[config.mk]
export PLATFORM = sky130hd
export DESIGN_NAME = seg_scan_driver
export DESIGN_NICKNAME = d
export VERILOG_FILES = /design/src/rtl/seg_scan_pkg.sv /design/src/rtl/scan_counter.sv /design/src/rtl/digit_select.sv /design/src/rtl/bcd7_decode.sv /design/src/rtl/onehot_decode.sv /design/src/rtl/seg_scan_driver.sv
export SDC_FILE = /design/constraint.sdc
export NUM_CORES = 1
export LEC_CHECK = 0
export ABC_AREA = 1
export ABC_CLOCK_PERIOD_IN_PS = 1700
export CAP_MARGIN = 20
export CELL_PAD_IN_SITES_DETAIL_PLACEMENT = 0
export CELL_PAD_IN_SITES_GLOBAL_PLACEMENT = 1
export CORE_AREA = 2 2 46 69
export CTS_CLUSTER_DIAMETER = 100
export DETAILED_ROUTE_END_ITERATION = 12
export DIE_AREA = 0 0 48 71
export DONT_BUFFER_PORTS = 1
export PLACE_DENSITY = 0.83
export SKIP_CTS_REPAIR_TIMING = 1
export SLEW_MARGIN = 5
export SYNTH_ARGS = -nofsm -noshare
export SYNTH_HDL_FRONTEND = slang
export SYNTH_SLANG_ARGS = --single-unit
[constraint.sdc]
create_clock -name clk_i -period 1.7 [get_ports clk_i]
set_clock_uncertainty 0.1 [all_clocks]
set_input_delay 0.085 -clock clk_i [delete_from_list [all_inputs] [get_ports clk_i]]
set_output_delay 0.085 -clock clk_i [all_outputs]
set_load 0.02 [all_outputs]
[src/rtl/seg_scan_pkg.sv]
package seg_scan_pkg;
  localparam int SEG_W  = 7;
  localparam int BCD_W  = 4;
  typedef logic [SEG_W-1:0] seg_t;
  localparam seg_t SEG_DARK = 7'h7F;
endpackage

[src/rtl/scan_counter.sv]
module scan_counter #(
  parameter int N_POS = 6,
  localparam int SEL_W = (N_POS > 1) ? $clog2(N_POS) : 1
) (
  input  logic             clk_i,
  input  logic             rst_ni,
  input  logic             tick_i,
  output logic [SEL_W-1:0] pos_d_o,
  output logic [SEL_W-1:0] pos_q_o
);
  localparam logic [SEL_W-1:0] LAST = SEL_W'(N_POS - 1);

  logic [SEL_W-1:0] pos_d, pos_q;

  always_comb begin
    pos_d = pos_q;
    if (tick_i) begin
      if (pos_q == LAST) pos_d = '0;
      else               pos_d = pos_q + 1'b1;
    end
  end

  // Reset parks the scan on the last position so the first pulse lands on 0.
  always_ff @(posedge clk_i or negedge rst_ni) begin
    if (!rst_ni) pos_q <= LAST;
    else         pos_q <= pos_d;
  end

  assign pos_d_o = pos_d;
  assign pos_q_o = pos_q;
endmodule

[src/rtl/digit_select.sv]
module digit_select #(
  parameter int N_DIGITS = 6,
  parameter int DIGIT_W  = 4,
  localparam int SEL_W   = (N_DIGITS > 1) ? $clog2(N_DIGITS) : 1,
  localparam int N_LANE  = 1 << SEL_W
) (
  input  logic [N_DIGITS*DIGIT_W-1:0] digits_i,
  input  logic [SEL_W-1:0]            sel_i,
  output logic [DIGIT_W-1:0]          digit_o
);
  // One selector per bit lane; unused upper lanes read zero.
  for (genvar b = 0; b < DIGIT_W; b++) begin : g_lane
    logic [N_LANE-1:0] lane;
    for (genvar k = 0; k < N_LANE; k++) begin : g_in
      if (k < N_DIGITS) begin : g_used
        assign lane[k] = digits_i[k*DIGIT_W + b];
      end else begin : g_pad
        assign lane[k] = 1'b0;
      end
    end
    assign digit_o[b] = lane[sel_i];
  end
endmodule

[src/rtl/bcd7_decode.sv]
module bcd7_decode
  import seg_scan_pkg::*;
(
  input  logic [BCD_W-1:0] code_i,
  output seg_t             seg_n_o
);
  seg_t lit;  // active-high a..g at bits 6..0
  always_comb begin
    unique case (code_i)
      4'd0:    lit = 7'b1111110;
      4'd1:    lit = 7'b0110000;
      4'd2:    lit = 7'b1101101;
      4'd3:    lit = 7'b1111001;
      4'd4:    lit = 7'b0110011;
      4'd5:    lit = 7'b1011011;
      4'd6:    lit = 7'b1011111;
      4'd7:    lit = 7'b1110000;
      4'd8:    lit = 7'b1111111;
      4'd9:    lit = 7'b1111011;
      default: lit = 7'b0000000;
    endcase
  end
  assign seg_n_o = ~lit;
endmodule

[src/rtl/onehot_decode.sv]
module onehot_decode #(
  parameter int N_OUT = 6,
  localparam int SEL_W = (N_OUT > 1) ? $clog2(N_OUT) : 1
) (
  input  logic [SEL_W-1:0] sel_i,
  output logic [N_OUT-1:0] hot_o
);
  for (genvar k = 0; k < N_OUT; k++) begin : g_out
    assign hot_o[k] = (sel_i == SEL_W'(k));
  end
endmodule

[src/rtl/seg_scan_driver.sv]
module seg_scan_driver
  import seg_scan_pkg::*;
#(
  parameter int N_DIGITS = 6,
  localparam int SEL_W   = (N_DIGITS > 1) ? $clog2(N_DIGITS) : 1
) (
  input  logic                      clk_i,
  input  logic                      rst_ni,
  input  logic                      scan_tick_i,
  input  logic [N_DIGITS*BCD_W-1:0] digits_i,
  output logic [SEG_W-1:0]          seg_n_o,
  output logic [N_DIGITS-1:0]       dig_en_o
);
  // Reset: asynchronous assertion, release aligned to the clock.
  logic [1:0] rst_sync_q;
  always_ff @(posedge clk_i or negedge rst_ni) begin
    if (!rst_ni) rst_sync_q <= 2'b00;
    else         rst_sync_q <= {rst_sync_q[0], 1'b1};
  end
  logic rst_int_n;
  assign rst_int_n = rst_sync_q[1];

  logic [SEL_W-1:0] pos_d, pos_q;
  scan_counter #(.N_POS(N_DIGITS)) u_cnt (
    .clk_i   (clk_i),
    .rst_ni  (rst_int_n),
    .tick_i  (scan_tick_i),
    .pos_d_o (pos_d),
    .pos_q_o (pos_q)
  );

  // Outputs are computed from the next position so they move with the count.
  logic [BCD_W-1:0] cur_code;
  digit_select #(.N_DIGITS(N_DIGITS), .DIGIT_W(BCD_W)) u_sel (
    .digits_i (digits_i),
    .sel_i    (pos_d),
    .digit_o  (cur_code)
  );

  seg_t seg_dec;
  bcd7_decode u_dec (
    .code_i  (cur_code),
    .seg_n_o (seg_dec)
  );

  logic [N_DIGITS-1:0] en_dec;
  onehot_decode #(.N_OUT(N_DIGITS)) u_hot (
    .sel_i (pos_d),
    .hot_o (en_dec)
  );

  logic                live_d, live_q;
  seg_t                seg_d, seg_q;
  logic [N_DIGITS-1:0] en_d, en_q;

  always_comb begin
    live_d = live_q | scan_tick_i;
    seg_d  = live_d ? seg_dec : SEG_DARK;
    en_d   = live_d ? en_dec  : '0;
  end

  always_ff @(posedge clk_i or negedge rst_int_n) begin
    if (!rst_int_n) begin
      live_q <= 1'b0;
      seg_q  <= SEG_DARK;
      en_q   <= '0;
    end else begin
      live_q <= live_d;
      seg_q  <= seg_d;
      en_q   <= en_d;
    end
  end

  assign seg_n_o  = seg_q;
  assign dig_en_o = en_q;

  logic unused_pos;
  assign unused_pos = ^pos_q;
endmodule

======== Yosys cells after proc, flatten, opt, wreduce, memory -nomap -nowiden ========
Memories as Yosys holds them, arrays and structs flattened.
Cells that the tools add are included.
operators by class
  $add $sub $neg .......................... 1
  magnitude comparators ................... 1
  equal/unequal tests ..................... 6
  muxes and demuxes ....................... 12
  bitwise logic cells ..................... 2
  reduce and logical (&&, ||, !) cells .... 1
operators with widths
  kind                 count
  $bmux 1 s3           4
  $eq 3x3->1 const B   3
  $mux 7               1
  $not 7->7            1
  $eq 3x2->1 const B   2
  $mux 3               2
  $mux 6               1
  $lt 3x4->1 const B   1
  $mux 1               4
  $add 3x1->3 const B  1
  $eq 3x1->1 const B   1
  $logic_not 3->1      1
  $or 1x1->1           1
word-level totals
  flip-flop bits (word level) ............. 19
  memory bits (read-only) ................. 112
  input port bits ......................... 27
  memories kept ........................... 1
memory list
  memory            words  width  read ports  clocked after memory_dff  write ports  line              text
  (name not given)  16     7      1           0                         0            bcd7_decode.sv:9  unique case (code_i)

======== Longest topological paths before layout ========
Gate-level depths: netlist (run 1).
An unclocked memory read counts as a cell.
  depth after elaboration ................. 8
  depth in mapped cells ................... 15
  gate-level depth less buffers ........... 14

======== Modules after synthesis ========
Synthesis (run 1) repeated with hierarchy kept, for this count alone.
second synthesis, totals
  cell total of the unflattened synthesis .. 173
  area total of the unflattened synthesis .. 1217.4 sq um
modules (own cells, without submodules)
  module           instances  cells each  area each (sq um)  sequential area each (sq um)
  seg_scan_driver  1          47          561.8              409.1
  digit_select     1          66          301.5              0.0
  bcd7_decode      1          32          175.2              0.0
  scan_counter     1          16          131.4              77.6
  onehot_decode    1          12          47.5               0.0

======== Worst setup path before layout (run 1) ========
OpenSTA, ideal clock, no wires.
  path type ............................... register to register
  start ................................... register u_cnt.pos_q[0], in the netlist u_cnt.pos_q_o[0]
  end ..................................... register seg_q[3], in the netlist seg_n_o[3]
  arrival time ............................ 1.844 ns
  slack ................................... -0.327 ns
  cell stages (with the launch flop) ...... 13
  buffers on the path ..................... 1
  cell sequence ........................... dfstp_2 -> nand2_4 -> o21ai_4 -> buf_6 -> nand2_4 -> nand2_2 -> nand2_2 -> nand2_4 -> inv_2 -> ha_1 -> nand3b_1 -> nand3_1 -> nand2_1
between the ends
  cells in the longest elaborated chain, start to end .. 8
  elaborated cells between the ends (all ways) .. 15
  those cells by class .................... add/sub: 1; eq/ne: 1; mux: 11; bitwise: 1; memory: 1
ends and longest elaborated chain
  item                                       line                                    text
  start: declaration                         scan_counter.sv:13                      logic [SEL_W-1:0] pos_d, pos_q;
  start signal: assignment                   scan_counter.sv:26                      else pos_q <= pos_d;
  $add 3x1->3 or $eq 3x3->1 (tied branches)  scan_counter.sv:19, scan_counter.sv:18
  $mux 3                                     scan_counter.sv:18                      if (pos_q == LAST) pos_d = '0;
  $mux 3 *                                   scan_counter.sv:17                      if (tick_i) begin
  $bmux 1 s3                                 digit_select.sv:21                      assign digit_o[b] = lane[sel_i];
  $mux 1 (not written as such)               digit_select.sv:21
  $mem_v2 16x7 *                             -
  $not 7->7 *                                bcd7_decode.sv:23                       assign seg_n_o = ~lit;
  $mux 7 *                                   seg_scan_driver.sv:58                   seg_d = live_d ? seg_dec : SEG_DARK;
  named net seg_d[3]                         seg_scan_driver.sv:53                   seg_t seg_d, seg_q;
  end signal: assignment                     seg_scan_driver.sv:69                   seg_q <= seg_d;
  end: declaration                           seg_scan_driver.sv:53
Mark *: on every way through the listed nets, which the timed path passes. The rest lies on a longest branch. The select of a mux whose other input is x is not followed.

======== Final worst setup path (run 1) ========
  start ................................... register u_cnt.pos_q[0], in the netlist u_cnt.pos_q_o[0]
  end ..................................... register seg_q[3], in the netlist seg_n_o[3]
between the ends
  cells in the longest elaborated chain, start to end .. 8
  elaborated cells between the ends (all ways) .. 15
  those cells by class .................... add/sub: 1; eq/ne: 1; mux: 11; bitwise: 1; memory: 1
ends and longest elaborated chain
  item                                       line                                    text
  $add 3x1->3 or $eq 3x3->1 (tied branches)  scan_counter.sv:19, scan_counter.sv:18
  $mux 3 *                                   scan_counter.sv:18
  $mux 3 *                                   scan_counter.sv:17
  named net pos_d[1]                         seg_scan_driver.sv:23                   logic [SEL_W-1:0] pos_d, pos_q;
  $bmux 1 s3                                 digit_select.sv:21
  $mux 1 (not written as such)               digit_select.sv:21
  $mem_v2 16x7 *                             -
  $not 7->7 *                                bcd7_decode.sv:23
  $mux 7 *                                   seg_scan_driver.sv:58
  named net seg_d[3]                         seg_scan_driver.sv:53
Marked as above.

==> results.yml, run 1 <==
job:
  drv_cap: 0
worst_setup_path:
  crit_fanout: 5
  reg2reg_from: "u_cnt.pos_q_o[0]"
  r2r_slack_ps: -380
  reg2regPathDepth: 11
  reg2reg_to: "seg_n_o[3]"
  crit_required_ps: 1780
  crit_end: "seg_n_o[3]"
  critPathKind: "reg -> reg"
  critPathArrivalTime_ps: 2160
  setup.worst_path.start: "u_cnt.pos_q_o[0]"
  worstSetupStartpointType: "flip-flop"
  endpoint_kind: "flip-flop"
sta:
  relSlewSlack_pct: 57.9
  setup_viol: 7
  fin_ws_ps: -384
  hold_viol_final: 0
  rsz0062_at_grt: "yes"
  tightest_slew_ps: 631
  finalSetupTns_ps: -2310
  finalMaxSlewViolations: 0
  fin_crit_ps: 2080
  fmax_mhz: 480
  min_period_over_period_pct: 123
clocking:
  clk_pin_slew_worst_paths_ps: 70
  clk_path_buf_depth: 2
  cts-htree-levels: 1
  clock-sinks: 19
  numCtsBuffers: 3
  root_buffer: "clkbuf_8"
  cts_tree: "built"
  clk_latency_ps: 250
synth:
  synth-simple-area-share_pct: 41.8
  synth_cell_type_count: 22
  synth_async_sr_flop_share_pct: 100
  yosysWarnings: 0
  synth_area_per_cell_um2: 8.44
  yosys.cell_count.top_type: "nand2_1"
  synthMuxAreaShare_pct: 0
  synth_common_cells: "nand2_1, nand3_1, inv_1"
  synth_top_family_by_area: "simple AND/OR/NAND/NOR gates"
  ys.flop_type: "dfrtp_1"
  synth.top_cells.by_area: "dfrtp_1, dfstp_2, nand2_1, nand2_4, nand3_1"
  synth_top_area_share_pct: 20.6
  synth_fp_nets: 176
  yosysSeqAreaShare_pct: 40.1
  ys_ff_latch: 19
  synth-adder-area-share_pct: 5.15
  netlist_instances: 144
  synth_area_leader_cell: "dfrtp_1"
  netlist_area_mm2: 0.00121
  synth-compound-area-share_pct: 5.15
  synthXorXnorAreaFrac_pct: 0
  synth_edf_count: 0
layout:
  layout-drive-gt1-share_pct: 48.9
  diodes: 0
  synthToLayoutAreaGrowth_pct: 35.9
  design_area_mm2: 0.00165
  num-nets-final: 211
floorplan:
  io_pins: 40
  dieWidth_um: 48
  core_area_mm2: 0.00285
  dieArea_mm2: 0.00341
  initial_core_util_pct: 42.6
  rows: 24
  die_y_um: 71
detailed_routing:
  drc: 0
  firstDrtPassIters: 3
  viasPerCell: 4.74
  vias: 1029
  drt-initial-drc-count: 11
  ant_nets: 0
  wl_per_cell_um: 12.1
  wl_um: 2630
grt:
  met3_usage_pct: 1.79
  grtUsageMet2_pct: 30.5
  grtUsageMet1_pct: 20.0
  antenna_found_initial: 0
  first_global_vias: 1033
  top_usage_layer: "met2"
  grt_overflow: 0
  grt_first_pass_wirelength_um: 4440
  grt_max_degree: 18
  grt_usage_pct: 17.4
placement:
  gp_congestion: 0.775
  dpl.hpwl_um: 2120
  dp_slack_ps: -344
  portBuffers: 0
  placed_area_mm2: 0.00143
worst_hold_path:
  hold_class: "in -> reg"
status:
  status: "finished with violations"
  violations: "negative setup slack"
pwr:
  powerDensity_mw_per_mm2: 1570
  power.leakage_nw: 0.837
  total_power_w: 0.00259
  peakVddDrop_mv: 0.764
==> state kept, by name, summed over array words and instances (netlist names) <==
name	flops
seg_n_o	7
dig_en_o	6
u_cnt.pos_q_o	3
rst_sync_q	2
live_q	1
==> per-stage QoR <==
stage / util (%) / instances / hold slack [ps]
floorplan: - / 144 / -311
global placement: 50.3 / 203 / -311
detailed placement: 50.3 / 203 / -311
CTS: 51.9 / 207 / -586
global route: 57.9 / 217 / 34.5
finish: 57.9 / 217 / 24.3
==> cells by family (layout without fill, tap and decap cells) <==
family          after synthesis  in the layout
simple gates                 95             95
flops                        19             19
buf+inv                      19             53
fa+ha+maj                     5              5
compound gates                5              5
other cells                   1              1
==> layout make-up <==
cell class                      count  area [um^2]
Clock inverter                      1         5.00
Inverter                           17         71.3
Fill cell                         272         1200
Tap cell                           39         48.8
Sequential cell                    19          487
Timing Repair Buffer               32          279
Clock buffer                        3         41.3
Multi-Input combinational cell    106          719
==> report_power, final <==
group / internal [W] / leakage (nW) / switching, W
registers: 0.000668 / 0.219 / 0.000202
clock network: 0.000163 / 0.0255 / 0.000145
logic: 0.000667 / 0.593 / 0.000742
total: 0.00150 / 0.837 / 0.00109
==> critical path, cell delays in order, from the launching register on <==
cell      delay [ps]
dfstp_2          580
nand2_4          110
o21ai_4          240
inv_2             80
nand2_1           80
nand3_2          100
nand2_4          120
buf_12           100
ha_4             180
nand3b_1         170
nand3_1           80
nand2_1           50
==> metal layers <==
layer | part of all wire, % | vias to the layer above
li1 | - | 516
met1 | 34 | 473
met2 | 60 | 33
met3 | 3.5 | 7
met4 | 2.6 | 0
met5 | 0 | -
==> worst min-delay path by stage <==
stage,startpoint,end,depth (start not counted)
floorplan,rst_ni,rst_sync_q[0],0
global placement,rst_ni,rst_sync_q[1],0
detailed placement,rst_ni,rst_sync_q[1],0
CTS,rst_ni,rst_sync_q[0],0
global route,scan_tick_i,u_cnt.pos_q_o[0],3
finish,scan_tick_i,u_cnt.pos_q_o[0],3
==> layout by cell type (no fill, tap or decap) <==
| cell type | netlist | final |
|---|---|---|
| dlygate4sd3_1 | 0 | 3 |
| nand3_4 | 1 | 1 |
| nand3b_1 | 6 | 6 |
| nand3_2 | 3 | 7 |
| a21oi_4 | 1 | 1 |
| dfrtp_1 | 10 | 10 |
| ha_1 | 5 | 3 |
| inv_2 | 3 | 4 |
| nor3_2 | 0 | 3 |
| nand2_2 | 5 | 10 |
| nand2_1 | 48 | 42 |
| nand2_4 | 8 | 9 |
| clkbuf_8 | 0 | 3 |
| a21oi_1 | 1 | 1 |
| nand3_1 | 13 | 9 |
| dfstp_2 | 9 | 9 |
| nor3_1 | 4 | 1 |
| nor2_2 | 1 | 2 |
| conb_1 | 1 | 1 |
| nor2_1 | 6 | 5 |
| buf_6 | 2 | 5 |
| o21ai_4 | 2 | 2 |
| clkinv_2 | 0 | 1 |
| inv_4 | 2 | 3 |
| buf_4 | 0 | 23 |
| buf_12 | 0 | 1 |
| ha_4 | 0 | 2 |
| o21ai_2 | 1 | 1 |
| inv_1 | 12 | 10 |
Note: power is estimated with default switching activity, not from simulation.
==> run 2: changes to the inputs <==
ABC_AREA = 0   (was 1)
CORE_AREA = 2 2 48 72   (was 2 2 46 69)
DIE_AREA = 0 0 50 74   (was 0 0 48 71)
PLACE_DENSITY = 0.81   (was 0.83)
==> run 2 against run 1 <==
  * Wire length increased by 30%
  * Worst setup slack got worse by 150 ps
  * Cell area increased by 5.4%
  * Critical path type unchanged
  * Critical path depth decreased by 2
  * Worst hold slack got worse by 27 ps
  * The flow finishes with violations (negative hold slack, negative setup slack)
  * Register-to-register slack got worse by 150 ps
  * Combinational power increased by 83%
==> results.yml, run 2 <==
status:
  status: "finished with violations"
  violations: "negative hold slack, negative setup slack"
clocking:
  clock-sinks: 19
  clk_latency_ps: 250
  root_buffer: "clkbuf_8"
  cts_tree: "built"
  numCtsBuffers: 3
  clk_pin_slew_worst_paths_ps: 60
  cts-htree-levels: 1
  clk_path_buf_depth: 2
pwr:
  total_power_w: 0.00395
  power.share.sequential_pct: 26.9
  peakVddDrop_mv: 1.02
  clkPwrFrac_pct: 7.7
  swShare_pct: 43.3
  p_comb_share_pct: 65.4
  p_sw_w: 0.00171
  power.leakage_nw: 0.725
  powerDensity_mw_per_mm2: 2270
  p_int_w: 0.00224
floorplan:
  core_area_mm2: 0.00310
  initial_core_util_pct: 43.0
  die_y_um: 74
  io_pins: 40
  rows: 25
  dieArea_mm2: 0.00370
  dieWidth_um: 50
sta:
  min_period_over_period_pct: 132
  finalMaxSlewViolations: 0
  fin_ws_ps: -536
  relSlewSlack_pct: 55.6
  rsz0062_at_grt: "yes"
  fmax_mhz: 447
  fin_crit_ps: 2240
  hold_viol_final: 1
  tightest_slew_ps: 667
  setup_viol: 7
  timing.hold.ws_ps: -2.83
synth:
  synth_common_cells: "a21oi_1, dfrtp_1, dfstp_2, nand2_1, inv_1"
  synth_cell_type_count: 53
  yosys.cell_count.top_type: "a21oi_1"
  synth_edf_count: 0
  synthXorXnorAreaFrac_pct: 0.657
  synth-adder-area-share_pct: 4.69
  netlist_area_mm2: 0.00133
  synth_fp_nets: 173
  synth_top_area_share_pct: 18.8
  synth-simple-area-share_pct: 20.1
  ys_ff_latch: 19
  yosysSeqAreaShare_pct: 36.5
  synthMuxAreaShare_pct: 6.38
  synth.top_cells.by_area: "dfrtp_1, dfstp_2, ha_1, a21oi_1, mux2i_1"
  synth_top_family_by_area: "compound AO/OA/AOI/OAI gates"
  synth-compound-area-share_pct: 24.1
  synth_area_leader_cell: "dfrtp_1"
  ys.flop_type: "dfrtp_1"
  netlist_instances: 141
  synth_area_per_cell_um2: 9.45
  yosysWarnings: 0
  synth_async_sr_flop_share_pct: 100
worst_setup_path:
  cp_slowest_cell: "dfstp_2"
  worstSetupStartpointType: "flip-flop"
  critPathArrivalTime_ps: 2310
  slowest_delay_ps: 580
  critical_path.cell_chain: "buf_12 > buf_4 > a21bo_1 > o21ai_1 > a22o_1 > a41o_2 > ha_4 > mux2_2 > a32oi_1"
  endpoint_kind: "flip-flop"
  crit_fanout: 5
  critPathKind: "reg -> reg"
  crit_required_ps: 1780
grt:
  grt_usage_pct: 17.5
  grt_overflow: 0
  grt_max_degree: 25
  antenna_found_initial: 0
  first_global_vias: 1204
  grt_first_pass_wirelength_um: 5040
detailed_routing:
  viasPerCell: 5.85
  wl_met1_um: 1330
  wl_um: 3430
  highest_layer: "met4"
  vias: 1229
  firstDrtPassIters: 4
  wl_per_cell_um: 16.3
  drc: 0
  dr_wl_met2_um: 1880
  drt-initial-drc-count: 14
  wl_met3_um: 135
  ant_nets: 0
job:
  drv_cap: 0
layout:
  num-nets-final: 203
  final_cell_mix: "buf_4, dfrtp_1, dfstp_2"
  postLayoutCoreUtil_pct: 56.2
  layout-drive-gt1-share_pct: 42.4
  final_common_cell: "buf_4"
  largest_reg_flops: 7
  synthToLayoutAreaGrowth_pct: 30.6
  diodes: 0
placement:
  dpl.hpwl_um: 2540
  portBuffers: 0
  gp_congestion: 0.822
worst_hold_path:
  hold_class: "in -> reg"
[run 2: cell types whose count changed after synthesis, moves of 5 or more]
cell      before  now
nand2_1       48    9
a21oi_1        1   11
nand3_1       13    4
nand2_4        8    0
inv_1         12    7
nand2_2        5    0
nand3b_1       6    1
o21ai_0        0    5
o22ai_1        0    5
[run 2: cell type report]
type	count	area, um^2
repair buffers	34	294
well taps	40	50.0
inverters	8	30.0
multi-input cells	105	833
flip-flops and latches	19	488
fillers	280	1360
clock buffers	4	45.0
[run 2: path summary, 6_finish.rpt]
check                                  from                to  slack (ps)  cells past startpoint
min                             scan_tick_i        seg_n_o[5]          -3                      2
max in group asynchronous     rst_sync_q[1]  u_cnt.pos_q_o[1]         860                      0
max reg2reg                u_cnt.pos_q_o[0]        seg_n_o[2]        -540                      9
min in group asynchronous     rst_sync_q[1]       dig_en_o[2]         180                      0
max                        u_cnt.pos_q_o[0]        seg_n_o[2]        -540                      9
min reg2reg                   rst_sync_q[1]       dig_en_o[2]         180                      0
[run 2: per-stage QoR]
stage	area [um^2]	setup TNS, ps	cells	worst slack [ps]
3_5_place_dp	1530	-3910	198	-574
6_report	1740	-3180	210	-536
3_3_place_gp	1530	-3270	198	-486
5_1_grt	1740	-3890	210	-607
4_1_cts	1570	-4020	202	-589
2_1_floorplan	1350	-2040	141	-400
[run 2: cell families (layout without fill, tap and decap cells)]
logic type	after synthesis	in the layout
compound gates	48	48
other cells	1	1
buf+inv	17	46
xor+xnor	1	1
fa+ha+maj	5	5
flops	19	19
simple gates	42	42
mux	8	8
[run 2: per-layer routing]
layer | up-vias | global-route usage, %
met1 | 607 | 18.9
met5 | - | 0
met4 | 0 | 11.4
met3 | 7 | 2.01
met2 | 36 | 32.0
li1 | 579 | -
[run 2: power by group through the flow]
stage	sequential (W)	clock [W]	combinational [W]
3_3_place_gp	0.00107	0	0.00207
3_5_place_dp	0.00108	0	0.00216
2_1_floorplan	0.000995	0	0.00158
5_1_grt	0.00109	0.000324	0.00282
4_1_cts	0.00108	0.000307	0.00217
6_report	0.00106	0.000304	0.00258
[run 2: critical path, delay by kind of cell, from the launching register on]
family / cells / cell delay (ps)
AOI/OAI and AO/OA: 5 / 830
adders and majority gates: 1 / 170
buffers and inverters: 2 / 220
DFF: 1 / 580
muxes: 1 / 250
==> run 3: changes to the inputs <==
ABC_CLOCK_PERIOD_IN_PS = default   (was 1700)
SKIP_LAST_GASP = 1   (was default)
==> run 3 against run 2 <==
  * The run ends with negative setup slack left
  * Wire length fell by 0.96%
  * Total power fell by 0.59%
  * Global-route usage is the same
  * First-iteration DRC count up 21%
  * Critical path type unchanged
==> results.yml, run 3 (synthesized netlist as in run 2, its figures left out) <==
status:
  status: "finished with violations"
  violations: "negative setup slack"
worst_hold_path:
  hold_class: "in -> reg"
  hp-start: "scan_tick_i"
  hold-path-endpoint: "seg_n_o[5]"
  min_path_cells: 2
detailed_routing:
  drt-initial-drc-count: 17
  viasPerCell: 5.76
  wl_um: 3390
  firstDrtPassIters: 4
  ant_nets: 0
  vias: 1209
  wl_per_cell_um: 16.2
  drc: 0
placement:
  portBuffers: 0
  dpl.hpwl_um: 2540
  gp_congestion: 0.822
  dp_slack_ps: -574
sta:
  finalSetupTns_ps: -3200
  rsz0062_at_grt: "yes"
  finalMaxSlewViolations: 0
  relSlewSlack_pct: 55.6
  fin_ws_ps: -537
  min_period_over_period_pct: 132
  setup_viol: 7
  timing.hold.ws_ps: 1.47
  tightest_slew_ps: 666
  fin_crit_ps: 2240
  hold_viol_final: 0
  fmax_mhz: 447
worst_setup_path:
  critPathKind: "reg -> reg"
  worstSetupStartpointType: "flip-flop"
  setup.worst_path.start: "u_cnt.pos_q_o[0]"
  r2r_slack_ps: -540
  critPathArrivalTime_ps: 2310
  endpoint_kind: "flip-flop"
  crit_fanout: 5
  crit_required_ps: 1780
  reg2reg_from: "u_cnt.pos_q_o[0]"
  reg2regPathDepth: 9
  reg2reg_to: "seg_n_o[2]"
job:
  drv_cap: 0
grt:
  grt_max_degree: 25
  grt_first_pass_wirelength_um: 5040
  grt_usage_pct: 17.5
  antenna_found_initial: 0
  grt_overflow: 0
  first_global_vias: 1204
layout:
  largest_reg_flops: 7
  num-nets-final: 203
  final_common_cell: "buf_4"
  layout-drive-gt1-share_pct: 41.8
  diodes: 0
  final_cell_mix: "buf_4, dfrtp_1, dfstp_2"
  synthToLayoutAreaGrowth_pct: 30.4
  postLayoutCoreUtil_pct: 56.1
floorplan:
  dieWidth_um: 50
  rows: 25
  die_y_um: 74
  io_pins: 40
  core_area_mm2: 0.00310
  initial_core_util_pct: 43.0
  dieArea_mm2: 0.00370
clocking:
  cts-htree-levels: 1
  numCtsBuffers: 3
  root_buffer: "clkbuf_8"
  clk_path_buf_depth: 2
  clock-sinks: 19
  cts_tree: "built"
  clk_latency_ps: 250
  clk_pin_slew_worst_paths_ps: 60
pwr:
  peakVddDrop_mv: 0.999
  power.leakage_nw: 0.726
  powerDensity_mw_per_mm2: 2260
-- run 3: cell counts in the layout (fill, tap and decap cells not counted) --
Identical to the previous run, type by type.
-- run 3: report_power, final --
group | internal [W] | switching (W) | total [W]
Combinational | 0.00133 | 0.00123 | 0.00256
Clock | 0.000166 | 0.000135 | 0.000302
Sequential | 0.000735 | 0.000327 | 0.00106
Total | 0.00224 | 0.00169 | 0.00392
-- run 3: how the worst max path moves through the flow --
stage / end / slack [ps] / cells past startpoint
4_1_cts: seg_n_o[3] / -590 / 7
2_1_floorplan: seg_n_o[2] / -400 / 8
3_3_place_gp: seg_n_o[2] / -490 / 7
3_5_place_dp: seg_n_o[3] / -570 / 7
5_1_grt: seg_n_o[2] / -600 / 9
6_report: seg_n_o[2] / -540 / 9
-- run 3: critical path: stages, from the launching register on --
cell     delay, ps
dfstp_2        580
buf_12         120
buf_4          100
a21bo_1        110
o21ai_1         60
a22o_1         220
a41o_2         280
ha_4           170
mux2_2         250
a32oi_1        160
-- run 3: layer usage --
| metal | up-vias | part of all wire [%] | routed length, um | global-route usage (%) |
|---|---|---|---|---|
| met3 | 7 | 4.7 | 159 | 2.01 |
| met1 | 587 | 38 | 1300 | 18.9 |
| met2 | 38 | 54 | 1850 | 32.0 |
| met4 | 0 | 2.5 | 84 | 11.4 |
| li1 | 577 | - | - | - |
| met5 | - | 0 | 0 | 0 |
-- run 3: area by class of cell --
class | instances | area, um^2
Fill cell | 280 | 1360
Multi-Input combinational cell | 105 | 831
Sequential cell | 19 | 488
Timing Repair Buffer | 34 | 294
Tap cell | 40 | 50.0
Clock buffer | 4 | 45.0
Inverter | 8 | 30.0
-- run 3: through the flow --
stage               power [W]  cell area, um^2  std cells
finish                0.00392             1740        210
CTS                   0.00355             1570        202
detailed placement    0.00324             1530        198
global route          0.00420             1740        210
floorplan             0.00258             1350        141
global placement      0.00314             1530        198
